`src/rtl/lbr_pkg.sv`:
```
package lbr_pkg;

    localparam int SEL_W      = 10;
    localparam int SEL_RING0  = 0;
    localparam int SEL_RINGN  = 1;
    localparam int SEL_CLASS0 = 2;
    localparam int SEL_CSTACK = 9;

    typedef enum logic [2:0] {
        BR_COND     = 3'd0,
        BR_REL_CALL = 3'd1,
        BR_IND_CALL = 3'd2,
        BR_RET      = 3'd3,
        BR_IND_JMP  = 3'd4,
        BR_REL_JMP  = 3'd5,
        BR_FAR      = 3'd6,
        BR_OTHER    = 3'd7
    } br_class_e;

    typedef struct packed {
        logic             enable;
        logic             freeze;
        logic [SEL_W-1:0] sel;
    } ctl_t;

    typedef enum logic [1:0] {
        RD_IDLE,
        RD_WALK,
        RD_FLUSH,
        RD_DONE
    } rd_state_e;

    // True when the select word blocks this branch (suppress-mode bits).
    function automatic logic capture_blocked(
        input logic [SEL_W-1:0] sel,
        input logic [2:0]       cls,
        input logic             ring0
    );
        logic       hit;
        logic [3:0] pos;
        hit = ring0 ? sel[SEL_RING0] : sel[SEL_RINGN];
        pos = 4'(cls) + 4'(SEL_CLASS0);
        if (cls == BR_OTHER)
            hit = 1'b1;
        else
            hit = hit | sel[pos];
        return hit;
    endfunction

endpackage

```
`src/rtl/lbr_capture_filter.sv`:
```
module lbr_capture_filter
    import lbr_pkg::*;
#(
    parameter int AW = 64,
    parameter int FC = 3
) (
    input  logic          clk,
    input  logic          rst,
    input  logic          ctl_we,
    input  ctl_t          ctl_wdata,
    input  logic          irq_pending,
    input  logic          walk_busy,
    input  logic          br_valid,
    input  logic [AW-1:0] br_from,
    input  logic [2:0]    br_class,
    input  logic          br_ring0,
    input  logic          br_mispred,
    input  logic          br_in_tx,
    input  logic          br_abort,
    output logic          wr_en,
    output logic [AW-1:0] wr_word,
    output logic          frozen,
    output logic          enabled
);

    ctl_t ctl_q;
    logic frozen_q;
    logic freeze_hit;

    always_ff @(posedge clk) begin
        if (rst) begin
            ctl_q    <= '0;
            frozen_q <= 1'b0;
        end else begin
            if (ctl_we)
                ctl_q <= ctl_wdata;
            if (ctl_we && !ctl_wdata.freeze)
                frozen_q <= 1'b0;
            else if (freeze_hit)
                frozen_q <= 1'b1;
        end
    end

    assign freeze_hit = ctl_q.enable & ctl_q.freeze & ~ctl_q.sel[SEL_CSTACK] & irq_pending;

    assign wr_en = br_valid & ctl_q.enable & ~frozen_q & ~freeze_hit & ~walk_busy
                 & ~capture_blocked(ctl_q.sel, br_class, br_ring0);

    assign frozen  = frozen_q;
    assign enabled = ctl_q.enable;

    generate
        if (FC == 3) begin : g_tx_flags
            logic unused_hi;
            assign unused_hi = ^br_from[AW-1:AW-3];
            assign wr_word   = {br_mispred, br_in_tx, br_abort, br_from[AW-4:0]};
        end else begin : g_mis_flag
            logic unused_hi;
            assign unused_hi = br_from[AW-1] ^ br_in_tx ^ br_abort;
            assign wr_word   = {br_mispred, br_from[AW-2:0]};
        end
    endgenerate

endmodule

```
`src/rtl/lbr_store.sv`:
```
module lbr_store #(
    parameter int DEPTH = 16,
    parameter int AW    = 64,
    localparam int IW   = $clog2(DEPTH)
) (
    input  logic          clk,
    input  logic          rst,
    input  logic          clr,
    input  logic          wr_en,
    input  logic [AW-1:0] wr_from,
    input  logic [AW-1:0] wr_to,
    input  logic [IW-1:0] rd_idx,
    output logic [AW-1:0] rd_from,
    output logic [AW-1:0] rd_to,
    output logic [IW-1:0] tos
);

    logic [AW-1:0] from_q [DEPTH];
    logic [AW-1:0] to_q   [DEPTH];
    logic [IW-1:0] tos_q;
    logic [IW-1:0] tos_nxt;

    assign tos_nxt = tos_q + IW'(1);

    always_ff @(posedge clk) begin
        if (rst) begin
            tos_q <= '0;
            for (int s = 0; s < DEPTH; s++) begin
                from_q[s] <= '0;
                to_q[s]   <= '0;
            end
        end else if (clr) begin
            for (int s = 0; s < DEPTH; s++) begin
                from_q[s] <= '0;
                to_q[s]   <= '0;
            end
        end else if (wr_en) begin
            tos_q           <= tos_nxt;
            from_q[tos_nxt] <= wr_from;
            to_q[tos_nxt]   <= wr_to;
        end
    end

    assign rd_from = from_q[rd_idx];
    assign rd_to   = to_q[rd_idx];
    assign tos     = tos_q;

endmodule

```
`src/rtl/lbr_readout.sv`:
```
module lbr_readout
    import lbr_pkg::*;
#(
    parameter int DEPTH    = 16,
    parameter int AW       = 64,
    parameter int FC       = 3,
    parameter bit COLLAPSE = 1'b1,
    localparam int IW      = $clog2(DEPTH)
) (
    input  logic          clk,
    input  logic          rst,
    input  logic          start,
    input  logic [IW-1:0] tos,
    input  logic [AW-1:0] slot_from,
    input  logic [AW-1:0] slot_to,
    output logic [IW-1:0] rd_idx,
    output logic          busy,
    output logic          o_valid,
    output logic          o_last,
    output logic [AW-1:0] o_from,
    output logic [AW-1:0] o_to,
    output logic          o_mis,
    output logic          o_pred,
    output logic          o_intx,
    output logic          o_abort,
    output logic          done_valid,
    output logic [IW:0]   done_count
);

    rd_state_e state;
    logic [IW:0] step;
    logic [IW:0] count;

    // record held back one step so a following abort can replace it
    logic          p_have;
    logic [AW-1:0] p_from, p_to;
    logic          p_mis, p_intx, p_abort;

    logic signed [AW-1:0] shifted;
    logic [AW-1:0]        d_from;
    logic                 d_mis, d_intx, d_abort;
    logic                 fold;

    assign rd_idx  = tos - step[IW-1:0];
    assign shifted = $signed(slot_from << FC);
    assign d_from  = shifted >>> FC;
    assign d_mis   = slot_from[AW-1];

    generate
        if (FC == 3) begin : g_tx_dec
            assign d_intx  = slot_from[AW-2];
            assign d_abort = slot_from[AW-3];
        end else begin : g_mis_dec
            assign d_intx  = 1'b0;
            assign d_abort = 1'b0;
        end
    endgenerate

    assign fold = COLLAPSE && d_abort && p_have;
    assign busy = (state != RD_IDLE);

    always_ff @(posedge clk) begin
        if (rst) begin
            state      <= RD_IDLE;
            step       <= '0;
            count      <= '0;
            p_have     <= 1'b0;
            p_from     <= '0;
            p_to       <= '0;
            p_mis      <= 1'b0;
            p_intx     <= 1'b0;
            p_abort    <= 1'b0;
            o_valid    <= 1'b0;
            o_last     <= 1'b0;
            o_from     <= '0;
            o_to       <= '0;
            o_mis      <= 1'b0;
            o_pred     <= 1'b0;
            o_intx     <= 1'b0;
            o_abort    <= 1'b0;
            done_valid <= 1'b0;
            done_count <= '0;
        end else begin
            o_valid    <= 1'b0;
            o_last     <= 1'b0;
            done_valid <= 1'b0;
            unique case (state)
                RD_IDLE: begin
                    if (start) begin
                        state  <= RD_WALK;
                        step   <= '0;
                        count  <= '0;
                        p_have <= 1'b0;
                    end
                end
                RD_WALK: begin
                    if (!fold && p_have) begin
                        o_valid <= 1'b1;
                        o_from  <= p_from;
                        o_to    <= p_to;
                        o_mis   <= p_mis;
                        o_pred  <= ~p_mis;
                        o_intx  <= p_intx;
                        o_abort <= p_abort;
                    end
                    p_have  <= 1'b1;
                    p_from  <= d_from;
                    p_to    <= slot_to;
                    p_mis   <= d_mis;
                    p_intx  <= d_intx;
                    p_abort <= d_abort;
                    if (!fold)
                        count <= count + 1'b1;
                    step <= step + 1'b1;
                    if (step == (IW+1)'(DEPTH - 1))
                        state <= RD_FLUSH;
                end
                RD_FLUSH: begin
                    o_valid <= 1'b1;
                    o_last  <= 1'b1;
                    o_from  <= p_from;
                    o_to    <= p_to;
                    o_mis   <= p_mis;
                    o_pred  <= ~p_mis;
                    o_intx  <= p_intx;
                    o_abort <= p_abort;
                    state   <= RD_DONE;
                end
                RD_DONE: begin
                    done_valid <= 1'b1;
                    done_count <= count;
                    state      <= RD_IDLE;
                end
                default: state <= RD_IDLE;
            endcase
        end
    end

endmodule

```
`src/rtl/lbr_ring.sv`:
```
module lbr_ring
    import lbr_pkg::*;
#(
    parameter int DEPTH          = 16,
    parameter int AW             = 64,
    parameter bit TX_FLAGS       = 1'b1,
    parameter bit COLLAPSE_ABORT = 1'b1,
    localparam int IW            = $clog2(DEPTH),
    localparam int FC            = TX_FLAGS ? 3 : 1
) (
    input  logic             clk,
    input  logic             rst,
    input  logic             ctl_we,
    input  logic             ctl_enable,
    input  logic             ctl_freeze,
    input  logic [SEL_W-1:0] ctl_select,
    input  logic             irq_pending,
    input  logic             clr,
    input  logic             br_valid,
    input  logic [AW-1:0]    br_from,
    input  logic [AW-1:0]    br_to,
    input  logic [2:0]       br_class,
    input  logic             br_tgt_ring0,
    input  logic             br_mispred,
    input  logic             br_in_tx,
    input  logic             br_abort,
    input  logic             rd_start,
    output logic             rd_busy,
    output logic             rd_valid,
    output logic             rd_last,
    output logic [AW-1:0]    rd_from,
    output logic [AW-1:0]    rd_to,
    output logic             rd_mispred,
    output logic             rd_pred,
    output logic             rd_in_tx,
    output logic             rd_abort,
    output logic             done_valid,
    output logic [IW:0]      done_count
);

    ctl_t          ctl_wdata;
    logic          wr_en;
    logic [AW-1:0] wr_word;
    logic          frozen;
    logic          ctl_en;
    logic [IW-1:0] tos;
    logic [IW-1:0] rd_idx;
    logic [AW-1:0] slot_from, slot_to;

    assign ctl_wdata = '{enable: ctl_enable, freeze: ctl_freeze, sel: ctl_select};

    lbr_capture_filter #(.AW(AW), .FC(FC)) u_filter (
        .clk         (clk),
        .rst         (rst),
        .ctl_we      (ctl_we),
        .ctl_wdata   (ctl_wdata),
        .irq_pending (irq_pending),
        .walk_busy   (rd_busy),
        .br_valid    (br_valid),
        .br_from     (br_from),
        .br_class    (br_class),
        .br_ring0    (br_tgt_ring0),
        .br_mispred  (br_mispred),
        .br_in_tx    (br_in_tx),
        .br_abort    (br_abort),
        .wr_en       (wr_en),
        .wr_word     (wr_word),
        .frozen      (frozen),
        .enabled     (ctl_en)
    );

    lbr_store #(.DEPTH(DEPTH), .AW(AW)) u_store (
        .clk     (clk),
        .rst     (rst),
        .clr     (clr),
        .wr_en   (wr_en),
        .wr_from (wr_word),
        .wr_to   (br_to),
        .rd_idx  (rd_idx),
        .rd_from (slot_from),
        .rd_to   (slot_to),
        .tos     (tos)
    );

    lbr_readout #(.DEPTH(DEPTH), .AW(AW), .FC(FC), .COLLAPSE(COLLAPSE_ABORT)) u_readout (
        .clk        (clk),
        .rst        (rst),
        .start      (rd_start),
        .tos        (tos),
        .slot_from  (slot_from),
        .slot_to    (slot_to),
        .rd_idx     (rd_idx),
        .busy       (rd_busy),
        .o_valid    (rd_valid),
        .o_last     (rd_last),
        .o_from     (rd_from),
        .o_to       (rd_to),
        .o_mis      (rd_mispred),
        .o_pred     (rd_pred),
        .o_intx     (rd_in_tx),
        .o_abort    (rd_abort),
        .done_valid (done_valid),
        .done_count (done_count)
    );

endmodule

```
`config.mk`:
```
export PLATFORM = sky130hd
export DESIGN_NAME = lbr_ring
export DESIGN_NICKNAME = d
export VERILOG_FILES = /design/src/rtl/lbr_pkg.sv /design/src/rtl/lbr_capture_filter.sv /design/src/rtl/lbr_store.sv /design/src/rtl/lbr_readout.sv /design/src/rtl/lbr_ring.sv
export SDC_FILE = /design/constraint.sdc
export NUM_CORES = 2
export LEC_CHECK = 0
export ABC_AREA = 0
export BUFFER_PORTS_ARGS = -buffer_cell sky130_fd_sc_hd__buf_2
export CAP_MARGIN = 20
export CORE_AREA = 5 5 514 516
export DETAILED_ROUTE_END_ITERATION = 10
export DIE_AREA = 0 0 519 521
export GPL_ROUTABILITY_DRIVEN = 0
export PLACE_DENSITY_LB_ADDON = 0.3
export SLEW_MARGIN = 25
export SYNTH_ARGS = -nofsm -noshare
export SYNTH_HDL_FRONTEND = slang
export SYNTH_SLANG_ARGS = --single-unit
```
`constraint.sdc`:
```
create_clock -name clk -period 25.7 [get_ports clk]
set_input_delay 1.285 -clock clk [delete_from_list [all_inputs] [get_ports clk]]
set_output_delay 1.285 -clock clk [all_outputs]
set_load 0.005 [all_outputs]
```
* Word level (Yosys, flattened, before mapping)
Memories as Yosys holds them, arrays and structs flattened. A register that Yosys moved wholly into a read port is not among the register bits.
Cells that the tools add are included.
** Word-level totals
- Bits in registers :: 234
- Bits in writable memories :: 2048
- Input bits :: 154
- Word-level logic and storage cells :: 181
- Memories kept :: 2
- Output and inout bits :: 141
** Operators by class
- Magnitude comparators :: 1
- $add $sub $neg :: 5
- Multiplexer cells :: 76
- Bitwise operators :: 48
- Reductions and logical operators :: 17
- Eq/ne operators :: 9
** Memory list
- u_store.from_q :: words 16, bits a word 64, read ports 1, clocked after memory_dff 0, write ports 16, line lbr_store.sv:18 : logic [AW-1:0] from_q [DEPTH];
- u_store.to_q :: words 16, bits a word 64, read ports 1, clocked after memory_dff 1, write ports 16, line lbr_store.sv:19 : logic [AW-1:0] to_q [DEPTH];
** Operators with widths (number)
- 2-to-1 mux 64 bit :: 36
- one-hot mux 64 bit (2 select lines) :: 2
- OR reduction 64 bit :: 2
- OR 1 bit :: 33
- 2-to-1 mux 1 bit :: 22
- one-hot mux 5 bit (2 select lines) :: 2
- one-hot mux 1 bit (2 select lines) :: 6
- adder 5 x 1 -> 5 bit, second input constant :: 2
- 2-to-1 mux 5 bit :: 2
- AND 1 bit :: 8
- 2-to-1 mux 4 bit :: 2
- one-hot mux 2 bit (4 select lines) :: 1
- AND reduction 2 bit :: 4
- inverter 1 bit :: 7
- nonzero test 2 bit :: 3
- equality test 5 x 4 -> 1 bit, second input constant :: 1
- < comparator 4 x 5 -> 1 bit, second input constant :: 1
- adder 3 x 2 -> 4 bit, second input constant :: 1
- adder 4 x 1 -> 4 bit, second input constant :: 1
- binary-select mux 1 bit (select 4 bit) :: 1
- equality test 2 bit, second input constant :: 2
- 2-to-1 mux 2 bit :: 2
- inequality test 2 x 1 -> 1 bit, second input constant :: 2
- inequality test 2 bit, second input constant :: 2
- 8 further kinds :: 11

* Logic depth before layout (Yosys ltp)
- Depth after elaboration :: 13
- Gate-level depth with buffers :: 12
- Mapped depth without buffers :: 9

* Cells and area by module
Synthesis repeated with hierarchy kept, for this count alone.
** Second synthesis, totals
- Cells, all modules :: 6962
- Area, all modules :: 106295.7 µm²
** Modules (own cells, without submodules)
- lbr_store :: seq. area each 61579.1 µm², cells an instance 5743, area each 95263.9 µm², times used 1
- lbr_readout :: seq. area each 5565.3 µm², cells an instance 1098, area each 9963.3 µm², times used 1
- lbr_capture_filter :: seq. area each 260.2 µm², cells an instance 121, area each 1068.5 µm², times used 1

* Worst setup path before layout
No wires, ideal clock.
- Path kind :: input -> register
- Start point :: in br_class[1]
- End point :: mem u_store.from_q[8][0] (enable)
- Path buffers :: 2
- Data required time :: 24908 ps
- Cell stages on the path :: 8
- Arrival time :: 11605 ps
- Library setup time :: 792 ps
- Setup slack :: 13303 ps
- Cell sequence :: ha_1 mux4_2 nand2_1 a21o_1 nand4_1 buf_2 buf_2 o21ai_0
** RTL lines
- from (decl) :: line lbr_ring.sv:22 : input logic [2:0] br_class,
- to (decl) :: line lbr_store.sv:18

* Worst setup path in the final report
- Start point :: reg u_store.tos_q[0], in the netlist u_store.tos[0]
- End point :: reg u_readout.p_from[18]
** Between the ends
- Word-level cells in the longest chain between the ends :: 2
** Ends and longest elaborated chain
- from (decl) :: line lbr_store.sv:20 : logic [IW-1:0] tos_q;
- from (signal assigned) :: line lbr_store.sv:38 : tos_q <= tos_nxt;
- subtractor 4 bit :: line lbr_readout.sv:44 : assign rd_idx = tos - step[IW-1:0];
- memory (16 x 64 bit)
- to (signal assigned) :: line lbr_readout.sv:107 : p_from <= d_from;
- to (decl) :: line lbr_readout.sv:36 : logic [AW-1:0] p_from, p_to;
Every way passes these cells.
A chain may end at the register's enable or synchronous reset.

==> flow_summary_export.csv <==
group,metric,value,unit
cts,cts_buffer_depth,4,
worst_setup_path,crit_path_max_fanout,50,
placement,dp.final_hpwl,158000,um
timing,fmax,155,MHz
timing,setup_tns,0,ns
timing,setup_viol,0,
global_routing,grt_max_degree,160,
worst_hold_path,hold_class,"reg -> reg",
synthesis,ys_warn_count,0,
layout,final_cell_mix,"nor3_1, edfxtp_1, mux4_2, dfxtp_1, buf_2",
detailed_routing,drtPass1Iterations,7,
layout,num-fill-cells,23100,
layout,multi_input_area,0.0314,mm2
pwr,finalPower,10.3,mW
global_routing,grt_overflow,0,
cts,cts-root-buf,"clkbuf_16",
pwr,power.density,89.6,mW/mm2
worst_setup_path,crit_top_cell,"buf_4",
detailed_routing,dr.max_layer_used,"met5",
timing,drv_slew,0,
timing,period_needed,6.46,ns
worst_setup_path,crit_chain,"inv_1 > ha_4 > inv_1 > fa_4 > buf_4 > buf_4 > buf_4 > buf_4 > mux4_2 > nor3b_1 > a211oi_1 > o32ai_1",
flow_run,cap_violations,0,
worst_setup_path,max_stage_delay,1.25,ns
detailed_routing,postRouteAntennaNets,0,
placement,placement.io_buffers,291,
detailed_routing,met3WireLength,31800,um
timing,rsz0062_at_grt,"false",
detailed_routing,wl_met1,133000,um
global_routing,grt_pass1_vias,69400,
worst_setup_path,setup.worst_path.class,"reg -> reg",
worst_setup_path,worstPathRequired,26.41,ns
synthesis,synth.distinct_cells,46,
detailed_routing,viasPerCell,6.38,
synthesis,synth_seq_cells,2343,
synthesis,syn_nets,7542,
cts,cts_resized,0,
status,outcome,"finished, final reports clean",
detailed_routing,vias,68500,
layout,area.growth.synth_to_final,12.0,%
worst_setup_path,slowest_stage,"fa_4",
layout,finalNetCount,7308,
detailed_routing,drc_errors,0,
global_routing,antenna_found_initial,15,
pwr,p_leak,38.6,nW
worst_setup_path,cp-end-kind,"flop",
global_routing,grt_usage,23.8,%
die,initial_core_util,39.8,%
cts,htree_num_levels,5,
detailed_routing,wire_per_inst,30.7,um
cts,hold_buffers,0,
die,rows,187,
cts,clk_latency,0.93,ns
cts,cts_setup_buffers,0,
synthesis,avgSynthCellArea,14.0,um2
timing,worst_pin_slew,1.15,ns
cts,numCtsBuffers,278,
timing,fin_skew,0.0593,ns
global_routing,grt_pass1_wl,482000,um
pwr,vdd_ir_drop_max,0.0705,mV
cts,clk_pin_slew_worst_paths,0.06,ns
die,core-area,0.259,mm2
die,pin_count,295,
synthesis,ys_seq_area_share,65.5,%
die,die-area,0.270,mm2
detailed_routing,route.met2.wl,155000,um
synthesis,synthesis.area,0.103,mm2
die,fp.dieH,521,um
worst_setup_path,cp.arrival,7.17,ns
timing,hold_viol,0,
timing,slew_headroom,23.4,%
cts,clock-sinks,2343,
detailed_routing,drt_iter0_drc,7756,
layout,seq_area,0.0674,mm2
layout,layout_commonest_cell,"nor3_1",
synthesis,netlist_instances,7370,
timing,finalCritPeriodShare,25.1,%
layout,drive_gt1_share,18.8,%
cts,cts_tree,"built",
detailed_routing,wirelength,330000,um
die,dieWidth,519,um
worst_setup_path,crit_path_start_kind,"flop",
[cell usage after synthesis (all sizes together)]
| master | number | area share [%] |
|---|---|---|
| a211o | 1 | 0.0085 |
| a211oi | 255 | 1.9 |
| a21o | 2 | 0.015 |
| a21oi | 141 | 0.69 |
| a22oi | 4 | 0.029 |
| a32oi | 2 | 0.017 |
| a41oi | 1 | 0.0085 |
| and3 | 5 | 0.030 |
| buf | 272 | 1.3 |
| clkbuf | 692 | 2.5 |
| clkinv | 1 | 0.0036 |
| dfxtp | 295 | 5.7 |
| edfxtp | 2048 | 60 |
| fa | 1 | 0.019 |
| ha | 17 | 0.21 |
| inv | 141 | 0.51 |
| mux2 | 4 | 0.044 |
| mux2i | 26 | 0.25 |
| mux4 | 512 | 11 |
| nand2 | 142 | 0.52 |
| nand2b | 3 | 0.018 |
| nand3 | 14 | 0.068 |
| nand3b | 1 | 0.0073 |
| nand4 | 133 | 0.81 |
| nor2 | 34 | 0.12 |
| nor2b | 10 | 0.061 |
| nor3 | 2052 | 10 |
| nor3b | 254 | 1.9 |
| nor4 | 6 | 0.036 |
| nor4b | 2 | 0.029 |
| o2111ai | 2 | 0.017 |
| o211a | 1 | 0.0097 |
| o211ai | 1 | 0.0073 |
| o21a | 2 | 0.015 |
| o21ai | 23 | 0.11 |
| o311a | 2 | 0.019 |
| o31ai | 130 | 0.95 |
| o32ai | 127 | 1.1 |
| or4 | 3 | 0.022 |
| xnor2 | 4 | 0.034 |
| xor2 | 4 | 0.041 |
[per-stage QoR]
stage	cell area [um2]	hold slack, ns	std cells	setup slack, ns	utilization [%]
floorplan	103000	0.446	7370	13.30	-
global placement	107000	0.450	10300	18.81	41.2
detailed placement	107000	0.458	10300	18.77	41.2
CTS	115000	0.452	10700	19.19	44.5
global route	115000	0.464	10700	19.02	44.5
finish	115000	0.457	10700	19.24	44.5
[registers in the layout (all words and copies together) (netlist names), 2 cells and up]
name                  count
u_readout.p_from         61
u_store.to_q           1024
u_readout.p_to           64
u_readout.done_count      5
u_readout.o_to           64
u_store.from_q         1024
u_store.tos               4
u_readout.state           2
u_readout.o_from         61
u_readout.step            5
u_readout.count           5
u_filter.ctl_q           11
[worst max-delay path: cells and delay by family (launching register included)]
family	cells	cell delay [ns]
DFF	1	0.37
buffers and inverters	6	3.32
and+or+nand+nor	1	0.17
adders and majority gates	2	1.41
muxes	1	0.41
AOI/OAI and AO/OA	2	0.45
[path summary, 6_finish.rpt]
path                      start              endpoint  slack [ns]  depth (start not counted)
min          u_readout.p_to[41]    u_readout.o_to[41]        0.46                          2
min reg2reg  u_readout.p_to[41]    u_readout.o_to[41]        0.46                          2
max              u_store.tos[0]  u_readout.p_from[18]       19.24                         12
max reg2reg      u_store.tos[0]  u_readout.p_from[18]       19.24                         12
[cell families after synthesis]
| kind of cell | after synthesis | share of synthesized area [%] |
|---|---|---|
| XOR/XNOR | 8 | 0.0754 |
| flip-flops | 2343 | 65.5 |
| AO/OA/AOI/OAI | 694 | 4.83 |
| adder cells (fa/ha/maj) | 18 | 0.226 |
| buffers and inverters | 1106 | 4.32 |
| AND/OR/NAND/NOR | 2659 | 13.6 |
| multiplexers | 542 | 11.5 |
[routing by layer]
metal  global-route usage, %  vias up
li1                        -    28700
met1                    33.1    35500
met2                    38.3     3764
met3                    4.43      547
met4                    7.44       12
met5                       0        -
[final cells by class]
cell class | instances | area share [%]
diodes | 4 | 0.00869
clock buffers | 394 | 6.78
clock inverters | 84 | 0.673
inverters | 142 | 0.467
multi-input cells | 3921 | 27.3
flip-flops and latches | 2343 | 58.5
well taps | 3402 | 3.69
repair buffers | 450 | 2.60
[power by group]
group          total (mW)  switching (mW)  internal [mW]
Sequential           4.45           0.108           4.34
Clock                3.78            1.54           2.24
Combinational        2.09            1.33          0.759
Total                10.3            2.98           7.34
Note: power is estimated with default switching activity, not from simulation.
